`config.mk`:
```
export PLATFORM = sky130hd
export DESIGN_NAME = sbus_master
export DESIGN_NICKNAME = d
export VERILOG_FILES = /design/src/rtl/sbus_pkg.sv /design/src/rtl/sbus_sync.sv /design/src/rtl/sbus_lane.sv /design/src/rtl/sbus_fsm.sv /design/src/rtl/sbus_master.sv
export SDC_FILE = /design/constraint.sdc
export NUM_CORES = 1
export LEC_CHECK = 0
export ABC_CLOCK_PERIOD_IN_PS = 2300
export BUFFER_PORTS_ARGS = -buffer_cell sky130_fd_sc_hd__buf_2
export CAP_MARGIN = 25
export CORE_ASPECT_RATIO = 1.5
export CORE_MARGIN = 1.5
export CORE_UTILIZATION = 43
export DETAILED_ROUTE_END_ITERATION = 8
export GPL_TIMING_DRIVEN = 0
export PLACE_DENSITY_LB_ADDON = 0.12
export SLEW_MARGIN = 20
export SYNTH_ARGS = -nofsm -noshare
export SYNTH_HDL_FRONTEND = slang
export SYNTH_HIERARCHICAL = 1
export SYNTH_SLANG_ARGS = --single-unit
```
`constraint.sdc`:
```
create_clock -name clk -period 2.3 [get_ports clk]
set_clock_uncertainty 0.2 [all_clocks]
set_input_delay 0.345 -clock clk [delete_from_list [all_inputs] [get_ports clk]]
set_output_delay 0.345 -clock clk [all_outputs]
set_load 0.01 [all_outputs]
```
`src/rtl/sbus_pkg.sv`:
```
package sbus_pkg;
  typedef enum logic [1:0] {
    ST_IDLE = 2'd0,
    ST_ADDR = 2'd1,
    ST_STRB = 2'd2,
    ST_TERM = 2'd3
  } bus_state_e;
endpackage

```
`src/rtl/sbus_sync.sv`:
```
// Multi-stage synchronizer with a selectable reset value.
module sbus_sync #(
  parameter int   STAGES  = 2,
  parameter logic RST_VAL = 1'b1
) (
  input  logic clk,
  input  logic rst_n,
  input  logic d,
  output logic q
);
  logic [STAGES-1:0] sh_q;

  always_ff @(posedge clk or negedge rst_n) begin
    if (!rst_n) sh_q <= {STAGES{RST_VAL}};
    else        sh_q <= {sh_q[STAGES-2:0], d};
  end

  assign q = sh_q[STAGES-1];
endmodule

```
`src/rtl/sbus_lane.sv`:
```
// Byte-lane decode: strobe selection, write replication, read extraction.
module sbus_lane #(
  parameter int BYTE_W = 8,
  localparam int DW = 2 * BYTE_W
) (
  input  logic          word,
  input  logic          a0,
  input  logic          m8,
  input  logic [DW-1:0] wdata,
  input  logic [DW-1:0] din,
  output logic          sel_u,
  output logic          sel_l,
  output logic [DW-1:0] lane_wdata,
  output logic [DW-1:0] rdata_ext
);
  logic [BYTE_W-1:0] wbyte;
  assign wbyte = wdata[BYTE_W-1:0];

  always_comb begin
    sel_u      = 1'b0;
    sel_l      = 1'b0;
    lane_wdata = {wbyte, wbyte};
    rdata_ext  = '0;
    if (m8) begin
      sel_l                  = 1'b1;
      rdata_ext[BYTE_W-1:0]  = din[BYTE_W-1:0];
    end else if (word) begin
      sel_u      = 1'b1;
      sel_l      = 1'b1;
      lane_wdata = wdata;
      rdata_ext  = din;
    end else if (!a0) begin
      sel_u                  = 1'b1;
      rdata_ext[BYTE_W-1:0]  = din[DW-1:BYTE_W];
    end else begin
      sel_l                  = 1'b1;
      rdata_ext[BYTE_W-1:0]  = din[BYTE_W-1:0];
    end
  end
endmodule

```
`src/rtl/sbus_fsm.sv`:
```
// Transfer sequencer with registered strobe outputs.
module sbus_fsm
  import sbus_pkg::*;
(
  input  logic clk,
  input  logic rst_n,
  input  logic req_valid,
  input  logic ack_s,
  input  logic sel_u,
  input  logic sel_l,
  output logic req_ready,
  output logic accept,
  output logic busy,
  output logic capture,
  output logic done,
  output logic as_n,
  output logic uds_n,
  output logic lds_n
);
  bus_state_e state_q, state_d;

  always_comb begin
    state_d = state_q;
    unique case (state_q)
      ST_IDLE: if (req_valid) state_d = ST_ADDR;
      ST_ADDR: state_d = ST_STRB;
      ST_STRB: if (ack_s) state_d = ST_TERM;
      ST_TERM: if (!ack_s) state_d = ST_IDLE;
      default: state_d = ST_IDLE;
    endcase
  end

  always_ff @(posedge clk or negedge rst_n) begin
    if (!rst_n) begin
      state_q <= ST_IDLE;
      as_n    <= 1'b1;
      uds_n   <= 1'b1;
      lds_n   <= 1'b1;
      done    <= 1'b0;
    end else begin
      state_q <= state_d;
      as_n    <= !(state_d == ST_ADDR || state_d == ST_STRB);
      uds_n   <= !(state_d == ST_STRB && sel_u);
      lds_n   <= !(state_d == ST_STRB && sel_l);
      done    <= capture;
    end
  end

  assign req_ready = (state_q == ST_IDLE);
  assign accept    = req_ready && req_valid;
  assign busy      = !req_ready;
  assign capture   = (state_q == ST_STRB) && ack_s;
endmodule

```
`src/rtl/sbus_master.sv`:
```
module sbus_master #(
  parameter int ADDR_W      = 24,
  parameter int BYTE_W      = 8,
  parameter int SYNC_STAGES = 2,
  localparam int DW = 2 * BYTE_W
) (
  input  logic              clk,
  input  logic              rst_n,
  input  logic              mode8,
  input  logic              req_valid,
  output logic              req_ready,
  input  logic              req_write,
  input  logic              req_word,
  input  logic [ADDR_W-1:0] req_addr,
  input  logic [DW-1:0]     req_wdata,
  output logic              done,
  output logic [DW-1:0]     rdata,
  output logic [ADDR_W-1:0] bus_addr,
  output logic              as_n,
  output logic              rw,
  output logic              uds_n,
  output logic              lds_n,
  output logic [DW-1:0]     dout,
  output logic              dout_en,
  input  logic [DW-1:0]     din,
  input  logic              ack_n
);
  logic rst_s_n, ack_raw_s, ack_s;
  logic accept, busy, capture, sel_u, sel_l;
  logic wr_q, word_q, m8_q;
  logic [ADDR_W-1:0] addr_q;
  logic [DW-1:0] wdata_q, rdata_q, lane_wdata, rdata_ext;

  sbus_sync #(.STAGES(2), .RST_VAL(1'b0)) u_rst_sync (
    .clk(clk), .rst_n(rst_n), .d(1'b1), .q(rst_s_n)
  );

  sbus_sync #(.STAGES(SYNC_STAGES), .RST_VAL(1'b1)) u_ack_sync (
    .clk(clk), .rst_n(rst_s_n), .d(ack_n), .q(ack_raw_s)
  );
  assign ack_s = !ack_raw_s;

  sbus_lane #(.BYTE_W(BYTE_W)) u_lane (
    .word(word_q), .a0(addr_q[0]), .m8(m8_q), .wdata(wdata_q), .din(din),
    .sel_u(sel_u), .sel_l(sel_l), .lane_wdata(lane_wdata), .rdata_ext(rdata_ext)
  );

  sbus_fsm u_fsm (
    .clk(clk), .rst_n(rst_s_n), .req_valid(req_valid), .ack_s(ack_s),
    .sel_u(sel_u), .sel_l(sel_l), .req_ready(req_ready), .accept(accept),
    .busy(busy), .capture(capture), .done(done),
    .as_n(as_n), .uds_n(uds_n), .lds_n(lds_n)
  );

  // Request capture, enabled on acceptance.
  always_ff @(posedge clk or negedge rst_s_n) begin
    if (!rst_s_n) begin
      addr_q  <= '0;
      wdata_q <= '0;
      wr_q    <= 1'b0;
      word_q  <= 1'b0;
      m8_q    <= 1'b0;
    end else if (accept) begin
      addr_q  <= req_addr;
      wdata_q <= req_wdata;
      wr_q    <= req_write;
      word_q  <= req_word;
      m8_q    <= mode8;
    end
  end

  // Read data capture, enabled on acknowledge.
  always_ff @(posedge clk or negedge rst_s_n) begin
    if (!rst_s_n)                rdata_q <= '0;
    else if (capture && !wr_q)   rdata_q <= rdata_ext;
  end

  assign bus_addr = addr_q;
  assign rw       = !(busy && wr_q);
  assign dout_en  = busy && wr_q;
  assign dout     = lane_wdata;
  assign rdata    = rdata_q;
endmodule

```
; ---- After elaboration in Yosys (flattened, before gate mapping)
; Index checks and enable logic that the tools add are counted.
[classes]
reduce_logical = 15
n_eq_ne = 5
add_sub_neg = 0
n_div = 0
magnitude_cmp = 0
muxes = 17
shift = 0
mul = 0
bitwise = 0
[op_table]
columns = op, n
row1 = 8-bit two-way mux, 5
row2 = 16-bit two-way mux, 2
row3 = 2-bit one-hot mux with 4 select lines, 1
row4 = 1-bit zero test, 7
row5 = "2-bit == test, second input constant", 3
row6 = 1-bit logical AND, 6
row7 = 1-bit two-way mux, 6
row8 = 2-bit two-way mux, 3
row9 = "2-bit by 1-bit == test with 1-bit output, second input constant", 2
row10 = 2-bit zero test, 1
row11 = 1-bit logical OR, 1
[word_totals]
mem_bits_rw = 0
rom_bits = 0
wordCells = 50
mem_count = 0
regBits = 69
latchBits = 0
input_bits = 63

; ---- Depth between registers and ports, before layout
[logic_depth]
ltp_word = 5
mapped_depth = 6
mapped_depth_nobuf = 5

; ---- Modules after synthesis
; Netlist, hierarchy kept.
[by_module_without_submodules]
columns = mod, cells_per_inst, seq_area_each_um2, area_per_inst_um2, instances
row1 = sbus_master, 130, 1476.4, 2260.9, 1
row2 = sbus_lane, 39, 0.0, 359.1, 1
row3 = sbus_fsm, 17, 153.9, 234.0, 1
row4 = sbus_sync at u_ack_sync, 2, 52.6, 52.6, 1
row5 = sbus_sync at u_rst_sync, 2, 50.0, 50.0, 1

; ---- Least setup slack after synthesis
; OpenSTA, ideal clock, no wires.
[synth_path]
path_type = flip-flop to flip-flop
start = register u_ack_sync.sh_q[1]
end = register rdata_q[10] (netlist: rdata[10])
required_ns = 1.975
stages_incl_launch_ff = 7
t_arrival_ns = 1.416
path_slack_ns = 0.559
path_cell_list = dfstp_2 > inv_1 > and3b_2 > nor2b_1 > buf_6 > buf_8 > mux2_4
[synth_via]
elab_chain_len = 3
[synth_rtl]
columns = element, line
row1 = "start, declared", sbus_sync.sv:11  ; logic [STAGES-1:0] sh_q;
row2 = "start signal, assigned", sbus_sync.sv:14  ; if (!rst_n) sh_q <= {STAGES{RST_VAL}};
row3 = "start signal, assigned", sbus_sync.sv:15  ; else sh_q <= {sh_q[STAGES-2:0], d};
row4 = 1-bit zero test, sbus_master.sv:41  ; assign ack_s = !ack_raw_s;
row5 = via ack_s, sbus_master.sv:28  ; logic rst_s_n, ack_raw_s, ack_s;
row6 = 1-bit logical AND, sbus_fsm.sv:52  ; assign capture = (state_q == ST_STRB) && ack_s;
row7 = via capture, sbus_master.sv:29  ; logic accept, busy, capture, sel_u, sel_l;
row8 = 1-bit logical AND, sbus_master.sv:75  ; else if (capture && !wr_q) rdata_q <= rdata_ext;
row9 = "end signal, assigned", sbus_master.sv:75
row10 = "end, declared", sbus_master.sv:32  ; logic [DW-1:0] wdata_q, rdata_q, lane_wdata, rdata_ext;
; The timed path passes the listed nets, and every way through them passes these cells.
; A chain may end at the register's enable or synchronous reset.

; ---- Worst setup path after layout
[layout_path]
start = register word_q
end = output dout[12]
[layout_via]
elab_chain_len = 2
[layout_rtl]
columns = element, line
row1 = "start, declared", sbus_master.sv:30  ; logic wr_q, word_q, m8_q;
row2 = "start signal, assigned", sbus_master.sv:67  ; word_q <= req_word;
row3 = 16-bit two-way mux, sbus_lane.sv:27  ; end else if (word) begin
row4 = 16-bit two-way mux, sbus_lane.sv:24  ; if (m8) begin
row5 = "end, declared", sbus_master.sv:23  ; output logic [DW-1:0] dout,
; No other way between the ends.

==> impl_results.html <==
<table>
<tr><th>Metric</th><th>Value</th></tr>
<tr><th colspan="2">Final layout</th></tr>
<tr><td>Area growth, synth to finish</td><td>34.5%</td></tr>
<tr><td>Number of diodes</td><td>0</td></tr>
<tr><td>Register area</td><td>0.00174 sq mm</td></tr>
<tr><td>Utilization after layout</td><td>0.605</td></tr>
<tr><td>Area taken by multi-input logic gates</td><td>0.00106 sq mm</td></tr>
<tr><td>Final nets</td><td>393</td></tr>
<tr><td>Fillcell total</td><td>558</td></tr>
<tr><td>Fraction of final layout cells sized beyond drive strength 1</td><td>0.584</td></tr>
<tr><th colspan="2">Global routing</th></tr>
<tr><td>Number of antenna violations at the first check in global routing</td><td>0</td></tr>
<tr><td>Total global routing track utilization</td><td>0.162</td></tr>
<tr><td>Number of global-route vias before repair</td><td>2026</td></tr>
<tr><td>Largest net degree at the start of global routing</td><td>49</td></tr>
<tr><td>Wire length of the first global-routing pass</td><td>9380 um</td></tr>
<tr><td>Global route total overflow</td><td>0</td></tr>
<tr><th colspan="2">Drt</th></tr>
<tr><td>Via density per instance</td><td>4.73</td></tr>
<tr><td>Number of optimization iterations in the first detailed-route pass</td><td>2</td></tr>
<tr><td>Vias post-DR</td><td>1940</td></tr>
<tr><td>Final antenna-violating net count</td><td>0</td></tr>
<tr><td>Final Routed Wirelength</td><td>5790 um</td></tr>
<tr><td>Post-route DRC violation count</td><td>0</td></tr>
<tr><td>Number of design-rule violations left by the first detailed-router iteration</td><td>32</td></tr>
<tr><td>Average wire length per cell after detail routing</td><td>14.1 um</td></tr>
<tr><th colspan="2">Clock tree</th></tr>
<tr><td>Clock buffers created by TritonCTS</td><td>9</td></tr>
<tr><td>Total number of H-tree levels</td><td>3</td></tr>
<tr><td>Clk slew on worst S/H paths</td><td>0.07 ns</td></tr>
<tr><td>Sinks on the clock net</td><td>69</td></tr>
<tr><td>Clk Latency, worst-skew pair</td><td>0.33 ns</td></tr>
<tr><td>Post-CTS resize count</td><td>0</td></tr>
<tr><td>Clk Tree Root Cell</td><td>clkbuf_8</td></tr>
<tr><td>Post-CTS setup buffers</td><td>0</td></tr>
<tr><td>Number of buffers inserted by hold repair at cts</td><td>2</td></tr>
<tr><td>Clock tree from TritonCTS</td><td>built</td></tr>
<tr><td>Buffer levels on the longest clock path</td><td>2</td></tr>
<tr><th colspan="2">Critical path</th></tr>
<tr><td>R2R depth</td><td>3</td></tr>
<tr><td>Arrival time of the worst setup path</td><td>1.67 ns</td></tr>
<tr><td>CP cell instances</td><td>nor2b_1 &gt; buf_6 &gt; buf_8 &gt; mux2_4 &gt; buf_2</td></tr>
<tr><td>Crit Path Class</td><td>reg -&gt; out</td></tr>
<tr><td>Slowest library cell on the worst path</td><td>dfrtp_1</td></tr>
<tr><td>Data required, critical path</td><td>1.75 ns</td></tr>
<tr><td>Startpoint types</td><td>flop</td></tr>
<tr><td>Kind of end point of the critical path</td><td>output port</td></tr>
<tr><td>CP peak stage delay</td><td>0.42 ns</td></tr>
<tr><td>Maximum fanout encountered on the critical timing path</td><td>10</td></tr>
<tr><th colspan="2">Status</th></tr>
<tr><td>Result of the run</td><td>completed</td></tr>
<tr><th colspan="2">Floorplan</th></tr>
<tr><td>Total Die Area</td><td>0.00739 sq mm</td></tr>
<tr><td>Effective utilization at floorplan</td><td>0.450</td></tr>
<tr><td>Die W</td><td>70.7 um</td></tr>
<tr><td>Die Ht</td><td>105 um</td></tr>
<tr><td>Count of standard-cell rows</td><td>36</td></tr>
<tr><td>Num ports</td><td>126</td></tr>
<tr><td>Area of the core</td><td>0.00658 sq mm</td></tr>
<tr><th colspan="2">Synth</th></tr>
<tr><td>Warning count from the yosys run</td><td>6</td></tr>
<tr><td>Share of cell area taken by muxes after synthesis</td><td>0.301</td></tr>
<tr><td>Synthesized-area fraction occupied by xor and xnor cells</td><td>0</td></tr>
<tr><td>Number of synthesized register bits</td><td>69</td></tr>
<tr><td>Basic-gate share of the synthesized area counting and, or, nand and nor cells</td><td>0.0423</td></tr>
<tr><td>Synth Area in Compound Gates</td><td>0.00889</td></tr>
<tr><td>Biggest area consumer among synthesized cells</td><td>dfrtp_1</td></tr>
<tr><td>Synth top area cells</td><td>dfrtp_1 (54%), mux2_1 (19%), mux2_4 (6.1%)</td></tr>
<tr><td>Combinational family with the most area after synthesis</td><td>multiplexers</td></tr>
<tr><td>Number of nets produced by synthesis</td><td>254</td></tr>
<tr><td>Synth cell types</td><td>22</td></tr>
<tr><td>Register area share after synthesis</td><td>0.586</td></tr>
<tr><td>Post-Syn Area</td><td>0.00296 sq mm</td></tr>
<tr><td>Syn Area/Cell</td><td>15.6 sq um</td></tr>
<tr><td>Share of the synthesized area in the top cell type</td><td>0.542</td></tr>
<tr><td>Post-Syn Instances</td><td>190</td></tr>
<tr><td>Post-Synth Adder-Cell Area</td><td>0.00423</td></tr>
<tr><th colspan="2">Placed design</th></tr>
<tr><td>Post-detailed-placement half-perimeter wirelength</td><td>4430 um</td></tr>
<tr><td>Final RePlAce weighted congestion</td><td>0.731</td></tr>
<tr><td>IO Port Bufs</td><td>125</td></tr>
<tr><th colspan="2">Power and ir drop</th></tr>
<tr><td>Overall Power</td><td>5450 uW</td></tr>
<tr><td>Highest ir drop seen on vdd</td><td>0.808 mV</td></tr>
<tr><td>Power density of the placed cells</td><td>1370 mW/mm^2</td></tr>
<tr><td>Leakage</td><td>0.00200 uW</td></tr>
<tr><th colspan="2">STA</th></tr>
<tr><td>Max Clk Rate</td><td>452 MHz</td></tr>
<tr><td>Clock period minus worst slack</td><td>2.21 ns</td></tr>
<tr><td>Period utilisation layout</td><td>0.963</td></tr>
<tr><td>Final Max Tran Viols</td><td>0</td></tr>
<tr><td>Final Hold Viols</td><td>0</td></tr>
<tr><td>Final setup violation count</td><td>0</td></tr>
<tr><td>Unrepaired setup endpoints after global routing</td><td>false</td></tr>
<tr><th colspan="2">Worst hold path</th></tr>
<tr><td>Classification of the worst-slack hold path</td><td>reg -&gt; async</td></tr>
<tr><th colspan="2">Run</th></tr>
<tr><td>Number of max-capacitance violations reported</td><td>0</td></tr>
</table>
cells in the final DEF (no fill, tap or decap), drive strengths merged:
cell type / count
a21oi: 2
a22o: 1
a22oi: 1
and2: 9
and3b: 1
buf: 143
bufinv: 3
clkbuf: 10
clkinv: 1
clkinvlp: 2
conb: 1
dfrtp: 64
dfstp: 5
dlygate4sd3: 2
ha: 1
inv: 5
mux2: 75
nand2: 3
nor2: 1
nor2b: 3
nor3: 1
synth_stat cells:
cell type / count
dfrtp_1: 64
mux2_1: 49
mux2_2: 14
buf_4: 12
mux2_4: 12
and2_1: 8
dfstp_2: 5
inv_1: 5
nand2_1: 3
nor2b_1: 3
a21oi_1: 2
buf_6: 2
buf_8: 2
a22o_1: 1
a22oi_1: 1
and2_2: 1
and3b_2: 1
buf_2: 1
conb_1: 1
ha_1: 1
nor2_4: 1
nor3_4: 1
flip-flops by register name (all words and copies together), names as in the netlist:
name / cells
bus_addr: 24
u_fsm/uds_n: 1
u_ack_sync/sh_q: 2
u_fsm/done: 1
wr_q: 1
wdata_q: 16
rdata: 16
u_fsm/as_n: 1
m8_q: 1
u_fsm/lds_n: 1
u_fsm/state_q: 2
word_q: 1
u_rst_sync/sh_q: 2
stage by stage:
step,area (sq um),setup WS (ns),hold WS [ns],TNS [ns],instances
global route,3980,0.0140,0.00445,0,410
CTS,3980,0.0463,0.00395,0,410
global placement,3680,-0.802,-0.0704,-50.01,391
floorplan,2960,0.0450,-0.151,0,190
detailed placement,3710,0.387,-0.0691,0,392
finish,3980,0.0853,0.0171,0,410
power by group:
part,switching (uW),total (uW),internal [uW]
sequential,304,2090,1780
combinational,957,2170,1210
clock,447,1190,748
layout make-up:
| type | count | share of cell area |
|---|---|---|
| Timing Repair Buffer | 128 | 0.169 |
| Multi-Input combinational cell | 99 | 0.266 |
| Clock buffer | 10 | 0.0346 |
| Inverter | 5 | 0.00472 |
| Sequential cell | 69 | 0.437 |
| Clock inverter | 6 | 0.0277 |
| Buffer | 17 | 0.0371 |
| Tap cell | 76 | 0.0239 |
per-layer routing:
layer  GRT usage  share of wire  vias up
li1            -              -      921
met1       0.184           0.40      937
met2       0.275           0.51       74
met3      0.0521          0.066        8
met4      0.0687          0.016        0
met5           0              0        -
worst max-delay path: cells and delay by family, from the launching register on:
family        cells  cell delay, ns
buf+inv           3            0.43
flops             1            0.42
mux               1            0.29
simple gates      1            0.19
path summary, 6_finish.rpt:
check                                   start            to  slack, ns
min                        u_rst_sync/sh_q[1]    wdata_q[3]       0.02
min in group clk                 req_addr[23]  bus_addr[23]       0.02
max                                    word_q      dout[12]       0.09
max in group asynchronous  u_rst_sync/sh_q[1]   u_fsm/lds_n       1.30
max reg2reg                            word_q      rdata[2]       0.43
min reg2reg                u_rst_sync/sh_q[1]    wdata_q[3]       0.02
cell families (layout without fill, tap and decap cells):
family,Yosys count,count (layout)
other cells,1,1
mux,75,75
flops,69,69
compound gates,4,4
fa+ha+maj,1,1
buf+inv,22,166
simple gates,18,18
(Power assumes the default switching activity.)
